<file path="src/rtl/tmr_pkg.sv">
package tmr_pkg;
  localparam logic [2:0] A_MODE_LO = 3'd0;
  localparam logic [2:0] A_CLK_CTL = 3'd1;
  localparam logic [2:0] A_COUNT   = 3'd2;
  localparam logic [2:0] A_CMP_A   = 3'd3;
  localparam logic [2:0] A_CMP_B   = 3'd4;
  localparam logic [2:0] A_EVENTS  = 3'd5;
  localparam logic [2:0] A_MASK    = 3'd6;

  localparam int N_EV   = 3;
  localparam int EV_OVF = 0;
  localparam int EV_CA  = 1;
  localparam int EV_CB  = 2;

  localparam logic [2:0] M_NORMAL = 3'd0;
  localparam logic [2:0] M_PWM_PC = 3'd1;
  localparam logic [2:0] M_CTC    = 3'd2;
  localparam logic [2:0] M_PWM_FS = 3'd3;

  localparam int DIV_W = 11;

  function automatic logic [DIV_W-1:0] div_std(input logic [2:0] cs);
    case (cs)
      3'd1:    return DIV_W'(1);
      3'd2:    return DIV_W'(8);
      3'd3:    return DIV_W'(64);
      3'd4:    return DIV_W'(256);
      3'd5:    return DIV_W'(1024);
      default: return '0;
    endcase
  endfunction

  function automatic logic [DIV_W-1:0] div_alt(input logic [2:0] cs);
    case (cs)
      3'd0, 3'd1: return DIV_W'(1);
      3'd2:       return DIV_W'(8);
      3'd3:       return DIV_W'(32);
      3'd4:       return DIV_W'(64);
      3'd5:       return DIV_W'(128);
      3'd6:       return DIV_W'(256);
      default:    return DIV_W'(1024);
    endcase
  endfunction
endpackage

</file>
<file path="src/rtl/tmr_prescaler.sv">
module tmr_prescaler
  import tmr_pkg::*;
#(
  parameter bit ALT_TABLE = 1'b0
) (
  input  logic       clk_i,
  input  logic       rst_ni,
  input  logic [2:0] cs_i,
  output logic       tick_o
);
  logic [DIV_W-1:0] div;
  logic [DIV_W-1:0] pc_q;
  logic [2:0]       cs_q;
  logic             run;

  generate
    if (ALT_TABLE) begin : g_alt
      assign div = div_alt(cs_i);
    end else begin : g_std
      assign div = div_std(cs_i);
    end
  endgenerate

  // a code change costs one cycle of restart
  assign run    = (div != '0) && (cs_i == cs_q);
  assign tick_o = run && (pc_q == div - 1'b1);

  always_ff @(posedge clk_i or negedge rst_ni) begin
    if (!rst_ni) begin
      pc_q <= '0;
      cs_q <= '0;
    end else begin
      cs_q <= cs_i;
      pc_q <= (!run || tick_o) ? '0 : pc_q + 1'b1;
    end
  end
endmodule

</file>
<file path="src/rtl/tmr_count_unit.sv">
module tmr_count_unit
  import tmr_pkg::*;
#(
  parameter int CNT_W = 8
) (
  input  logic             clk_i,
  input  logic             rst_ni,
  input  logic             tick_i,
  input  logic             load_i,
  input  logic [CNT_W-1:0] load_val_i,
  input  logic [CNT_W-1:0] cmp_a_i,
  input  logic [CNT_W-1:0] cmp_b_i,
  input  logic [2:0]       mode_i,
  output logic [CNT_W-1:0] cnt_o,
  output logic [N_EV-1:0]  set_o
);
  localparam logic [CNT_W-1:0] CNT_MAX = '1;

  logic [CNT_W-1:0] cnt_q, nxt;
  logic upd, wrap, hit_a, hit_b, ctc, ovf_mode;

  always_comb begin
    upd      = load_i || tick_i;
    nxt      = load_i ? load_val_i : cnt_q + 1'b1;
    wrap     = !load_i && tick_i && (cnt_q == CNT_MAX);
    hit_a    = upd && (cmp_a_i != '0) && (nxt == cmp_a_i);
    hit_b    = upd && (cmp_b_i != '0) && (nxt == cmp_b_i);
    ctc      = (mode_i == M_CTC);
    ovf_mode = (mode_i == M_NORMAL) || (mode_i == M_PWM_PC) || (mode_i == M_PWM_FS);
    set_o         = '0;
    set_o[EV_OVF] = (wrap && ovf_mode) || (hit_a && ctc);
    set_o[EV_CA]  = hit_a;
    set_o[EV_CB]  = hit_b;
  end

  always_ff @(posedge clk_i or negedge rst_ni) begin
    if (!rst_ni)  cnt_q <= '0;
    else if (upd) cnt_q <= (hit_a && ctc) ? '0 : nxt;
  end

  assign cnt_o = cnt_q;
endmodule

</file>
<file path="src/rtl/tmr_irq_unit.sv">
module tmr_irq_unit
  import tmr_pkg::*;
(
  input  logic            clk_i,
  input  logic            rst_ni,
  input  logic [N_EV-1:0] set_i,
  input  logic [N_EV-1:0] bus_clr_i,
  input  logic [N_EV-1:0] mask_i,
  input  logic            gie_i,
  input  logic            ack_i,
  output logic [N_EV-1:0] flags_o,
  output logic            irq_valid_o,
  output logic [1:0]      irq_sel_o
);
  logic [N_EV-1:0] flags_q, pend, ack_clr;
  logic [1:0]      sel;

  assign pend = flags_q & mask_i & {N_EV{gie_i}};

  // lowest index wins
  always_comb begin
    sel = '0;
    for (int i = N_EV - 1; i >= 0; i--) begin
      if (pend[i]) sel = 2'(i);
    end
  end

  generate
    for (genvar g = 0; g < N_EV; g++) begin : g_ack
      assign ack_clr[g] = ack_i && (|pend) && (sel == 2'(g));
    end
  endgenerate

  always_ff @(posedge clk_i or negedge rst_ni) begin
    if (!rst_ni) flags_q <= '0;
    else         flags_q <= set_i | (flags_q & ~(bus_clr_i | ack_clr));
  end

  assign flags_o     = flags_q;
  assign irq_valid_o = |pend;
  assign irq_sel_o   = sel;
endmodule

</file>
<file path="src/rtl/tmr_core.sv">
module tmr_core
  import tmr_pkg::*;
#(
  parameter int CNT_W     = 8,
  parameter bit ALT_TABLE = 1'b0
) (
  input  logic             clk_i,
  input  logic             rst_ni,
  input  logic             wr_en_i,
  input  logic [2:0]       addr_i,
  input  logic [CNT_W-1:0] wdata_i,
  output logic [CNT_W-1:0] rdata_o,
  input  logic             gie_i,
  input  logic             irq_ack_i,
  output logic             irq_valid_o,
  output logic [1:0]       irq_sel_o
);
  logic [1:0]       mode_lo_q;
  logic [3:0]       clk_ctl_q;
  logic [CNT_W-1:0] cmp_a_q, cmp_b_q, cnt_w;
  logic [N_EV-1:0]  mask_q, set_w, flags_w, bus_clr_w;
  logic [2:0]       mode_w;
  logic             tick_w, cnt_load_w;

  assign mode_w     = {clk_ctl_q[3], mode_lo_q};
  assign cnt_load_w = wr_en_i && (addr_i == A_COUNT);
  assign bus_clr_w  = (wr_en_i && (addr_i == A_EVENTS)) ? wdata_i[N_EV-1:0] : '0;

  always_ff @(posedge clk_i or negedge rst_ni) begin
    if (!rst_ni) begin
      mode_lo_q <= '0;
      clk_ctl_q <= '0;
      cmp_a_q   <= '0;
      cmp_b_q   <= '0;
      mask_q    <= '0;
    end else if (wr_en_i) begin
      case (addr_i)
        A_MODE_LO: mode_lo_q <= wdata_i[1:0];
        A_CLK_CTL: clk_ctl_q <= wdata_i[3:0];
        A_CMP_A:   cmp_a_q   <= wdata_i;
        A_CMP_B:   cmp_b_q   <= wdata_i;
        A_MASK:    mask_q    <= wdata_i[N_EV-1:0];
        default: ;
      endcase
    end
  end

  tmr_prescaler #(.ALT_TABLE(ALT_TABLE)) u_presc (
    .clk_i (clk_i),
    .rst_ni(rst_ni),
    .cs_i  (clk_ctl_q[2:0]),
    .tick_o(tick_w)
  );

  tmr_count_unit #(.CNT_W(CNT_W)) u_count (
    .clk_i     (clk_i),
    .rst_ni    (rst_ni),
    .tick_i    (tick_w),
    .load_i    (cnt_load_w),
    .load_val_i(wdata_i),
    .cmp_a_i   (cmp_a_q),
    .cmp_b_i   (cmp_b_q),
    .mode_i    (mode_w),
    .cnt_o     (cnt_w),
    .set_o     (set_w)
  );

  tmr_irq_unit u_irq (
    .clk_i      (clk_i),
    .rst_ni     (rst_ni),
    .set_i      (set_w),
    .bus_clr_i  (bus_clr_w),
    .mask_i     (mask_q),
    .gie_i      (gie_i),
    .ack_i      (irq_ack_i),
    .flags_o    (flags_w),
    .irq_valid_o(irq_valid_o),
    .irq_sel_o  (irq_sel_o)
  );

  always_comb begin
    case (addr_i)
      A_MODE_LO: rdata_o = CNT_W'(mode_lo_q);
      A_CLK_CTL: rdata_o = CNT_W'(clk_ctl_q);
      A_COUNT:   rdata_o = cnt_w;
      A_CMP_A:   rdata_o = cmp_a_q;
      A_CMP_B:   rdata_o = cmp_b_q;
      A_EVENTS:  rdata_o = CNT_W'(flags_w);
      A_MASK:    rdata_o = CNT_W'(mask_q);
      default:   rdata_o = '0;
    endcase
  end
endmodule

</file>
<file path="config.mk">
export PLATFORM = sky130hd
export DESIGN_NAME = tmr_core
export DESIGN_NICKNAME = d
export VERILOG_FILES = /design/src/rtl/tmr_pkg.sv /design/src/rtl/tmr_prescaler.sv /design/src/rtl/tmr_count_unit.sv /design/src/rtl/tmr_irq_unit.sv /design/src/rtl/tmr_core.sv
export SDC_FILE = /design/constraint.sdc
export NUM_CORES = 1
export LEC_CHECK = 0
export ABC_AREA = 1
export BUFFER_PORTS_ARGS = -buffer_cell sky130_fd_sc_hd__buf_4
export CORE_UTILIZATION = 60
export DETAILED_ROUTE_END_ITERATION = 10
export PLACE_DENSITY = 0.9
export SLEW_MARGIN = 10
export SYNTH_ARGS = -nofsm -noshare
export SYNTH_HDL_FRONTEND = slang
export SYNTH_HIERARCHICAL = 1
export SYNTH_SLANG_ARGS = --single-unit
export TNS_END_PERCENT = 50
</file>
<file path="constraint.sdc">
create_clock -name clk_i -period 4 [get_ports clk_i]
set_input_delay 0.2 -clock clk_i [delete_from_list [all_inputs] [get_ports clk_i]]
set_output_delay 0.2 -clock clk_i [all_outputs]
set_load 0.03 [all_outputs]
</file>
After elaboration in Yosys (flattened, before gate mapping)
Index checks and enable logic that the tools add are counted.
{"block": "word_totals", "regBits": 50, "input_bits": 16, "out_inout_bits": 11, "wordCells": 83}
{"block": "classes", "n_addsub": 3, "eq_ne": 21, "mux": 9, "n_bitwise": 6, "reduce_logical": 35}
{"operator": "one-hot mux 8 bit (7 select lines)", "count": 1}
{"operator": "one-hot mux 11 bit (5 select lines)", "count": 1}
{"operator": "== test 3 x 2 -> 1 bit, second input constant", "count": 6}
{"operator": "== test 8 bit", "count": 2}
{"operator": "logical AND 1 bit", "count": 16}
{"operator": "two-way mux 8 bit", "count": 2}
{"operator": "nonzero test 8 bit", "count": 2}
{"operator": "== test 3 bit, second input constant", "count": 5}
{"operator": "adder 11 x 1 -> 11 bit, second input constant", "count": 1}
{"operator": "== test 11 bit", "count": 1}
{"operator": "two-way mux 11 bit", "count": 1}
{"operator": "nonzero test 11 bit", "count": 1}
{"operator": "subtractor 11 x 1 -> 11 bit, second input constant", "count": 1}
{"operator": "AND reduction 2 bit", "count": 5}
{"operator": "bitwise AND 3 bit", "count": 3}
{"operator": "== test 3 x 1 -> 1 bit, second input constant", "count": 3}
{"operator": "adder 8 x 1 -> 8 bit, second input constant", "count": 1}
{"operator": "== test 8 bit, second input constant", "count": 1}
{"operator": "zero test 3 bit", "count": 2}
{"operator": "two-way mux 2 bit", "count": 3}
{"operator": "OR 3 bit", "count": 2}
{"operator": "logical OR 1 bit", "count": 5}
{"operator": "== test 3 bit", "count": 1}
{"operator": "two-way mux 3 bit", "count": 1}
{"operator": "6 further kinds", "count": 7}

Longest topological paths before layout
Gate-level depths: netlist of the first run.
{"block": "logic_depth", "word_depth": 11, "depth_mapped": 26, "ltp_nobuf": 25}

Hierarchy
The synthesis of the first run kept the hierarchy.
{"module": "tmr_core", "instances": 1, "cells_per_inst": 177, "area_per_inst_um2": 1425.1, "seq_area_each_um2": 625.6}
{"module": "tmr_count_unit", "instances": 1, "cells_per_inst": 200, "area_per_inst_um2": 1137.3, "seq_area_each_um2": 200.2}
{"module": "tmr_prescaler", "instances": 1, "cells_per_inst": 143, "area_per_inst_um2": 997.2, "seq_area_each_um2": 350.3}
{"module": "tmr_irq_unit", "instances": 1, "cells_per_inst": 28, "area_per_inst_um2": 191.4, "seq_area_each_um2": 75.1}

Worst setup path after synthesis of the first run
OpenSTA, ideal clock, no wires.
{"block": "synth_timing", "path_kind": "register to register", "startpoint": "register clk_ctl_q[2]", "endpoint": "register u_irq.flags_q[0], in the netlist u_irq/flags_o[0]", "setup_ps": 120, "arrival_time_ps": 2919, "t_required_ps": 3880, "path_slack_ps": 961, "path_stages_with_launch": 24, "path_buffers": 0, "period_less_slack_ps": 3039, "cell_sequence": "dfrtp_1 -> inv_2 -> ha_1 -> inv_1 -> nand4_1 -> ha_1 -> ha_1 -> inv_1 -> nand2_1 -> nand2_1 -> nor2_1 -> nand2_1 -> nor2_1 -> nand2_1 -> nor2_2 -> and3_2 -> or2_2 -> nand3_1 -> nor2_1 -> nand4_1 -> nor2_2 -> nand4_4 -> o21ai_1 -> a31o_2"}
{"block": "synth_between", "elab_chain_len": 11, "word_cells_on_any_way": 21, "classes_between": "add/sub: 1; eq/ne: 7; mux: 1; bitwise: 1; reduce/logical: 11"}
{"element": "start: declaration", "line": "tmr_core.sv:19", "text": "logic [3:0] clk_ctl_q;"}
{"element": "start signal: assignment", "line": "tmr_core.sv:39", "text": "A_CLK_CTL: clk_ctl_q <= wdata_i[3:0];"}
{"element": "== test 3 bit, or another cell as far along", "line": "tmr_pkg.sv:23", "text": "case (cs)"}
{"element": "one-hot mux 11 bit (5 select lines)", "line": "tmr_pkg.sv:23"}
{"element": "subtractor 11 x 1 -> 11 bit / nonzero test 11 bit (equally long branches)", "line": "tmr_prescaler.sv:26, tmr_prescaler.sv:25"}
{"element": "== test 11 bit / logical AND 1 bit (equally long branches)", "line": "tmr_prescaler.sv:26, tmr_prescaler.sv:25"}
{"element": "logical AND 1 bit (*)", "line": "tmr_prescaler.sv:26", "text": "assign tick_o = run && (pc_q == div - 1'b1);"}
{"element": "named net tick_w", "line": "tmr_core.sv:23", "text": "logic tick_w, cnt_load_w;"}
{"element": "logical OR 1 bit", "line": "tmr_count_unit.sv:23", "text": "upd = load_i || tick_i;"}
{"element": "logical AND 1 bit (2 in a row)", "line": "tmr_count_unit.sv:26", "text": "hit_a = upd && (cmp_a_i != '0) && (nxt == cmp_a_i);"}
{"element": "logical AND 1 bit", "line": "tmr_count_unit.sv:31", "text": "set_o[EV_OVF] = (wrap && ovf_mode) || (hit_a && ctc);"}
{"element": "logical OR 1 bit (*)", "line": "tmr_count_unit.sv:31"}
{"element": "named net set_w[0]", "line": "tmr_core.sv:21", "text": "logic [N_EV-1:0] mask_q, set_w, flags_w, bus_clr_w;"}
{"element": "OR 3 bit (*)", "line": "tmr_irq_unit.sv:36", "text": "else flags_q <= set_i | (flags_q & ~(bus_clr_i | ack_clr));"}
{"element": "end signal: assignment", "line": "tmr_irq_unit.sv:36"}
{"element": "end: declaration", "line": "tmr_irq_unit.sv:15", "text": "logic [N_EV-1:0] flags_q, pend, ack_clr;"}
The timed path passes the listed nets; every way through them passes the cells marked *.
A chain may end at the register's enable or synchronous reset.

Worst setup path in the final report of the first run
{"block": "layout_timing", "startpoint": "register clk_ctl_q[2]", "endpoint": "register u_count.cnt_q[1], in the netlist u_count/cnt_o[1]"}
{"block": "layout_between", "elab_chain_len": 10, "word_cells_on_any_way": 17, "classes_between": "add/sub: 1; eq/ne: 7; mux: 2; reduce/logical: 7"}
{"element": "== test 3 bit, or another cell as far along", "line": "tmr_pkg.sv:23"}
{"element": "one-hot mux 11 bit (5 select lines)", "line": "tmr_pkg.sv:23"}
{"element": "subtractor 11 x 1 -> 11 bit / nonzero test 11 bit (equally long branches)", "line": "tmr_prescaler.sv:26, tmr_prescaler.sv:25"}
{"element": "== test 11 bit / logical AND 1 bit (equally long branches)", "line": "tmr_prescaler.sv:26, tmr_prescaler.sv:25"}
{"element": "logical AND 1 bit (*)", "line": "tmr_prescaler.sv:26"}
{"element": "named net tick_w", "line": "tmr_core.sv:23"}
{"element": "logical OR 1 bit (*)", "line": "tmr_count_unit.sv:23"}
{"element": "logical AND 1 bit (2 in a row)", "line": "tmr_count_unit.sv:26"}
{"element": "logical AND 1 bit", "line": "tmr_count_unit.sv:38", "text": "else if (upd) cnt_q <= (hit_a && ctc) ? '0 : nxt;"}
{"element": "two-way mux 8 bit", "line": "tmr_count_unit.sv:38"}
{"element": "end signal: assignment", "line": "tmr_count_unit.sv:38"}
{"element": "end: declaration", "line": "tmr_count_unit.sv:19", "text": "logic [CNT_W-1:0] cnt_q, nxt;"}
Marks and branches as above.

==> results of run 1 <==
==> cells in the mapped netlist <==
master | number | area (um2)
a21oi_1 | 2 | 10.0
a31o_2 | 1 | 8.76
a31oi_1 | 2 | 12.5
and3_2 | 2 | 15.0
buf_2 | 3 | 15.0
buf_4 | 3 | 22.5
buf_6 | 7 | 78.8
clkinv_1 | 1 | 3.75
dfrtp_1 | 50 | 1250
ha_1 | 7 | 87.6
inv_1 | 67 | 251
inv_2 | 7 | 26.3
inv_4 | 1 | 6.26
nand2_1 | 180 | 676
nand2_2 | 13 | 81.3
nand2_4 | 1 | 11.3
nand3_1 | 51 | 255
nand3_2 | 5 | 50.1
nand3b_1 | 3 | 22.5
nand4_1 | 18 | 113
nand4_4 | 1 | 21.3
nor2_1 | 51 | 191
nor2_2 | 8 | 50.1
nor2_4 | 3 | 33.8
nor3_1 | 4 | 20.0
nor3_2 | 2 | 20.0
nor3_4 | 1 | 16.3
nor4_1 | 1 | 6.26
o21a_1 | 3 | 22.5
o21ai_0 | 8 | 40.0
o21ai_1 | 6 | 30.0
o21ai_2 | 16 | 140
o21bai_1 | 1 | 7.51
o21bai_2 | 1 | 11.3
or2_1 | 1 | 6.26
or2_2 | 5 | 31.3
xnor2_1 | 5 | 43.8
xor2_1 | 7 | 61.3
==> placed cells by master (no fill, tap or decap), types with 2 or more instances in the layout <==
cell type	count
a21oi_1	2
a31oi_1	2
and3_2	2
buf_4	27
clkbuf_8	5
dfrtp_1	50
ha_1	7
inv_1	67
inv_2	7
nand2_1	180
nand2_2	13
nand3_1	51
nand3_2	5
nand3b_1	3
nand4_1	18
nor2_1	51
nor2_2	8
nor2_4	3
nor3_1	4
nor3_2	2
o21a_1	3
o21ai_0	8
o21ai_1	6
o21ai_2	16
or2_2	5
xnor2_1	5
xor2_1	7
==> logic make-up (layout without fill, tap and decap cells) <==
| logic type | count (synthesis) | after routing | share of synthesized area (%) |
|---|---|---|---|
| simple gates | 350 | 350 | 43.2 |
| buf+inv | 89 | 112 | 10.8 |
| flops | 50 | 50 | 33.4 |
| compound gates | 40 | 40 | 7.54 |
| xor+xnor | 12 | 12 | 2.80 |
| fa+ha+maj | 7 | 7 | 2.33 |
==> per-layer routing <==
metal	part of all wire [%]	vias to the layer above	GRT usage [%]	wire length, um
met5	0	-	0	0
met4	2.5	0	12.0	225
met3	7.0	25	4.04	625
met2	47	163	48.2	4250
met1	43	1652	38.5	3850
li1	-	1777	-	-
==> area by class of cell <==
type | count | area, um2
clock inverter | 3 | 48.8
tap | 75 | 93.8
sequential | 50 | 1250
timing repair buffer | 28 | 213
multi-input combinational | 409 | 2100
fill | 503 | 1930
clock buffer | 5 | 68.8
inverter | 76 | 288
==> worst reg2reg max path, delay by kind of cell, from the launching register on <==
| kind | cells | cell delay, ns |
|---|---|---|
| flops | 1 | 0.48 |
| simple gates | 17 | 1.75 |
| buf+inv | 3 | 0.26 |
| fa+ha+maj | 3 | 0.86 |
==> through the flow <==
step / instance area (um2) / power (uW)
4_1_cts: 4070 / 1670
3_3_place_gp: 3940 / 1260
2_1_floorplan: 3750 / 1130
3_5_place_dp: 3940 / 1280
6_report: 4070 / 1670
5_1_grt: 4070 / 1780
==> power breakdown <==
part	internal [uW]	switching (uW)	total, uW
Clock	191	188	379
Sequential	585	126	711
Combinational	216	368	583
Total	992	681	1670
==> sequential cells by signal, indices dropped and copies added, names as in the netlist <==
name	count
u_count/cnt_o	8
clk_ctl_q	4
u_presc/cs_q	3
cmp_b_q	8
cmp_a_q	8
u_presc/pc_q	11
mask_q	3
u_irq/flags_o	3
mode_lo_q	2
==> timing repair <==
item | in CTS | in global routing
hold endpoints to repair | 50 | 0
resized for setup | 0 | 0
hold buffers | 1 | 0
==> how the worst max path moves through the flow <==
| stage | endpoint | from | depth (start not counted) | slack, ns |
|---|---|---|---|---|
| finish | u_count/cnt_o[1] | clk_ctl_q[2] | 23 | 0.55 |
| global route | u_irq/flags_o[0] | clk_ctl_q[2] | 23 | 0.28 |
| CTS | u_irq/flags_o[0] | clk_ctl_q[2] | 23 | 0.57 |
| detailed placement | u_irq/flags_o[0] | clk_ctl_q[2] | 23 | 0.63 |
| global placement | u_irq/flags_o[0] | clk_ctl_q[2] | 23 | 0.76 |
| floorplan | u_irq/flags_o[0] | clk_ctl_q[2] | 23 | 0.96 |
==> impl_metrics.yaml, run 1 <==
worst_setup_path:
  crit_family: "simple AND/OR/NAND/NOR gates"
  arrival_ns: 3.65
  path_cells: "inv_2 -> ha_1 -> inv_1 -> nand4_1 -> ha_1 -> ha_1 -> inv_1 -> nand2_1 -> nand2_1 -> nor2_1 -> nand2_1 -> nor2_1 -> nand2_1 -> nor2_2 -> and3_2 -> or2_2 -> nand3_1 -> nor2_1 -> nand4_1 -> nor2_2 -> nand4_4 -> nand2_1 -> nand2_1"
  path_class: "reg -> reg"
  end_kind: "flop"
  r2r-end: "u_count/cnt_o[1]"
  worstSetupStartpointType: "flop"
  cp_max_fo: 9
  cp_slowest_cell: "dfrtp_1"
  crit_top_cell: "nand2_1"
  r2r_cells: 23
  reg2reg_slack_ns: 0.55
  worstPathRequired_ns: 4.20
  path_buf_inv: 3
  slowest_delay_ns: 0.48
  worstReg2RegStart: "clk_ctl_q[2]"
final_layout:
  area_delta_synth_final_pct: 8.37
  instances_no_fill: 646
  diodes: 0
  drive_gt1_share_pct: 18.0
  layout.nets: 593
  utilization_pct: 67.9
floorplanning:
  fp.dieW_um: 81.1
  ioPinCount: 27
  row_count: 28
  dieArea_um2: 6570
  die_h_um: 81.1
  initial_core_util_pct: 62.6
  core_area_um2: 5990
run_status:
  outcome: "complete, no violations"
cts:
  tritoncts: "yes"
  cts_buffers: 5
  post-cts-setup-buffers: 0
  htreeDepth: 2
  cts.clk_slew.worst_paths_ns: 0.10
  clkLatencyLatePin_ns: 0.31
  cts_sinks: 50
  clock_path_buffers: 2
  ctsRootBufferMaster: "clkbuf_8"
hold_path:
  hold_start: "wdata_i[6]"
  hp-class: "in -> reg"
  holdPathStages: 3
  holdPathEnd: "cmp_a_q[6]"
placed_design:
  port_buffers: 26
  dp_slack_ns: 0.633
  dp_hpwl_mm: 6.56
  placed_cells: 637
  gp_congestion: 0.924
grt:
  grt_use_total_pct: 29.2
  grt_pass1_wl_mm: 14.8
  grt-ovfl-total: 0
  antenna_found_initial: 0
  grt_max_degree: 51
  grt_pass1_vias: 3296
sta:
  tns_ns: 0
  setup_viol: 0
  maxSlewHeadroom_pct: 55.4
  worst_pin_slew_ns: 0.663
  rsz0062_at_grt: "no"
  fin_crit_ns: 3.45
  period_share_pct: 86.2
  hold_viol_final: 0
  holdWs_ns: 0.174
  fmax_mhz: 290
  finClkSkew_ns: 0.00780
  final_max_slew_viol_count: 0
  final.setup.worst_slack_ns: 0.551
logic_synthesis:
  avgSynthCellArea_um2: 6.85
  synth_nets: 571
  yosysSeqAreaShare_pct: 33.4
  ys_types: 38
  synthesis.area_um2: 3750
  ys_ff_latch: 50
  syn_inst: 548
  ys.warnings.count: 6
drt:
  routedWlPerCell_um: 13.8
  drtIter0Drc: 383
  antenna_left: 0
  drcViolationCount: 0
  finalWirelength_mm: 8.95
  dr.pass1.iters: 6
  vias_per_cell: 5.60
  vias: 3617
pwr:
  ir_drop_v: 0.000256
  p_leak_uw: 0.00205
  p_per_area_nw_per_um2: 412
run:
  drv_cap: 0
(Power assumes the default switching activity.)
==> inputs of run 2 (changes only) <==
--- a/config.mk
+++ b/config.mk
@@ -9,10 +9,9 @@
 export BUFFER_PORTS_ARGS = -buffer_cell sky130_fd_sc_hd__buf_4
 export CORE_UTILIZATION = 60
 export DETAILED_ROUTE_END_ITERATION = 10
-export PLACE_DENSITY = 0.9
+export PLACE_DENSITY = 0.91
 export SLEW_MARGIN = 10
 export SYNTH_ARGS = -nofsm -noshare
 export SYNTH_HDL_FRONTEND = slang
-export SYNTH_HIERARCHICAL = 1
 export SYNTH_SLANG_ARGS = --single-unit
-export TNS_END_PERCENT = 50
+export TNS_END_PERCENT = 20
==> impl_metrics.yaml, run 2 <==
cts:
  ctsRootBufferMaster: "clkbuf_8"
  clkLatencyLatePin_ns: 0.32
  post-cts-setup-buffers: 0
  cts_sinks: 50
  clock_path_buffers: 2
  cts.clk_slew.worst_paths_ns: 0.10
  cts_buffers: 5
  htreeDepth: 2
  cts_hold_buf: 1
  cts_resized: 0
  tritoncts: "yes"
logic_synthesis:
  synth-async-reset-ratio_pct: 100
  yosysSeqAreaShare_pct: 36.4
  synth_flop_cell: "dfrtp_1"
  synthesis.area_um2: 3440
  avgSynthCellArea_um2: 7.15
  synth_common_cells: "nand2_1 (148), inv_1 (56), nand3_1 (51)"
  synth_top_area_share_pct: 36.4
  synth_top_cell_by_area: "dfrtp_1"
  ys.warnings.count: 0
  syn_inst: 481
  synth_nets: 501
  synth_edf_count: 0
  synth.most_common_cell: "nand2_1"
  ys_ff_latch: 50
  synth.area.top_cells: "dfrtp_1 (36%), nand2_1 (16%), nand3_1 (7.4%)"
  ys_types: 41
sta:
  worst_pin_slew_ns: 0.849
  hold_viol_final: 0
  finClkSkew_ns: 0.0158
  setup_viol: 0
  fmax_mhz: 360
  period_share_pct: 69.4
  fin_crit_ns: 2.78
  final_max_slew_viol_count: 0
  rsz0062_at_grt: "no"
  maxSlewHeadroom_pct: 43.0
  tns_ns: 0
  holdWs_ns: 0.161
drt:
  antenna_left: 0
  drtIter0Drc: 233
  vias_per_cell: 5.86
  routedWlPerCell_um: 15.0
  wl_met2_mm: 4.12
  dr.pass1.iters: 5
  dr_wl_met3_um: 558
  finalWirelength_mm: 8.60
  top_layer_used: "met4"
  drcViolationCount: 0
  vias: 3368
  wl_met1_mm: 3.61
hold_path:
  holdPathStages: 4
  hp-class: "in -> reg"
floorplanning:
  core_area_um2: 5510
  row_count: 27
  dieArea_um2: 6040
  initial_core_util_pct: 62.5
  ioPinCount: 27
  die_h_um: 77.7
  fp.dieW_um: 77.7
grt:
  grt-ovfl-total: 0
  grt_use_total_pct: 31.3
  grt_pass1_wl_mm: 14.8
  antenna_found_initial: 0
  grt_pass1_vias: 3237
  grt_max_degree: 51
worst_setup_path:
  arrival_ns: 2.98
  cp_max_fo: 18
  worstPathRequired_ns: 4.20
  r2r_cells: 13
  worstSetupStartpointType: "flop"
  path_class: "reg -> reg"
  end_kind: "flop"
final_layout:
  regMostFlops: "u_presc.pc_q"
  area_delta_synth_final_pct: 10.2
  final_common_cell: "nand2_1"
  instances_no_fill: 575
  layout.nets: 522
  largest_reg_flops: 11
  diodes: 0
  design_area_um2: 3790
  layout.cells.most_common_list: "nand2_1 (148), inv_1 (56), nand3_1 (51)"
  drive_gt1_share_pct: 12.1
placed_design:
  gp_congestion: 0.976
  port_buffers: 26
  dp_hpwl_mm: 6.51
  postPlaceCellArea_um2: 3640
  placed_cells: 566
pwr:
  ir_drop_v: 0.000294
  fin_total_pwr_uw: 1770
  p_per_area_nw_per_um2: 466
  p_leak_uw: 0.00192
run_status:
  outcome: "complete, no violations"
run:
  drv_cap: 0
[run 2: cell count changes after synthesis, sizes merged, moves of 4 or more]
cell,before,now
a21oi,2,11
inv,75,62
nand2,194,153
nand4,19,11
nor2,62,37
o221ai,0,5
o22ai,0,4
or2,6,1
xor2,7,11
[run 2: layer usage]
layer,global-route usage (%),up-vias
met5,0,-
met4,15.5,0
met3,5.18,43
met2,51.6,150
met1,39.7,1560
li1,-,1615
[run 2: worst max-delay path, cell delays in order, from the launching register on]
cell     delay, ns
dfrtp_1       0.63
inv_1         0.18
nand3_2       0.13
ha_1          0.34
xor2_1        0.19
nand2_1       0.07
nand2_1       0.09
nand3_1       0.10
nor2_2        0.19
nand3_4       0.21
a21oi_4       0.23
nand3_4       0.14
nand2_1       0.10
nand2_1       0.05
[run 2: cell type report]
cell class | count | area (um2)
multi-input cells | 356 | 1860
fillers | 436 | 1710
flip-flops and latches | 50 | 1250
inverters | 62 | 240
repair buffers | 27 | 205
well taps | 72 | 90.1
clock buffers | 6 | 82.6
clock inverters | 2 | 60.1
[run 2: metrics by stage]
stage | utilization, % | setup slack, ns
after detailed placement | 66.1 | 1.31
after global placement | 66.1 | 1.54
final | 68.9 | 1.22
after global routing | 68.9 | 0.982
after CTS | 68.9 | 1.29
after floorplan | - | 1.81
[run 2: kinds of logic (layout without fill, tap and decap cells)]
logic type,count (synthesis),in the layout,share of synthesized area [%]
buffers and inverters,75,97,9.49
and+or+nand+nor,276,276,37.9
adders and majority gates,4,4,1.45
xor gates and xnor gates,15,15,3.82
AOI/OAI and AO/OA,61,61,10.9
DFF,50,50,36.4
[run 2: worst paths after layout]
kind / startpoint / end / slack (ns)
worst max-delay path: clk_ctl_q[0] / u_count.cnt_o[4] / 1.22
worst min-delay path: irq_ack_i / u_irq.flags_o[2] / 0.16
worst max register to register: clk_ctl_q[0] / u_count.cnt_o[4] / 1.22
worst min register to register: mode_lo_q[0] / mode_lo_q[0] / 0.52
max in group asynchronous: rst_ni / cmp_a_q[5] / 3.15
min in group asynchronous: rst_ni / u_presc.pc_q[3] / 0.43
[run 2: power by group]
group	switching (uW)	internal, uW
Sequential	118	588
Clock	172	267
Combinational	398	226
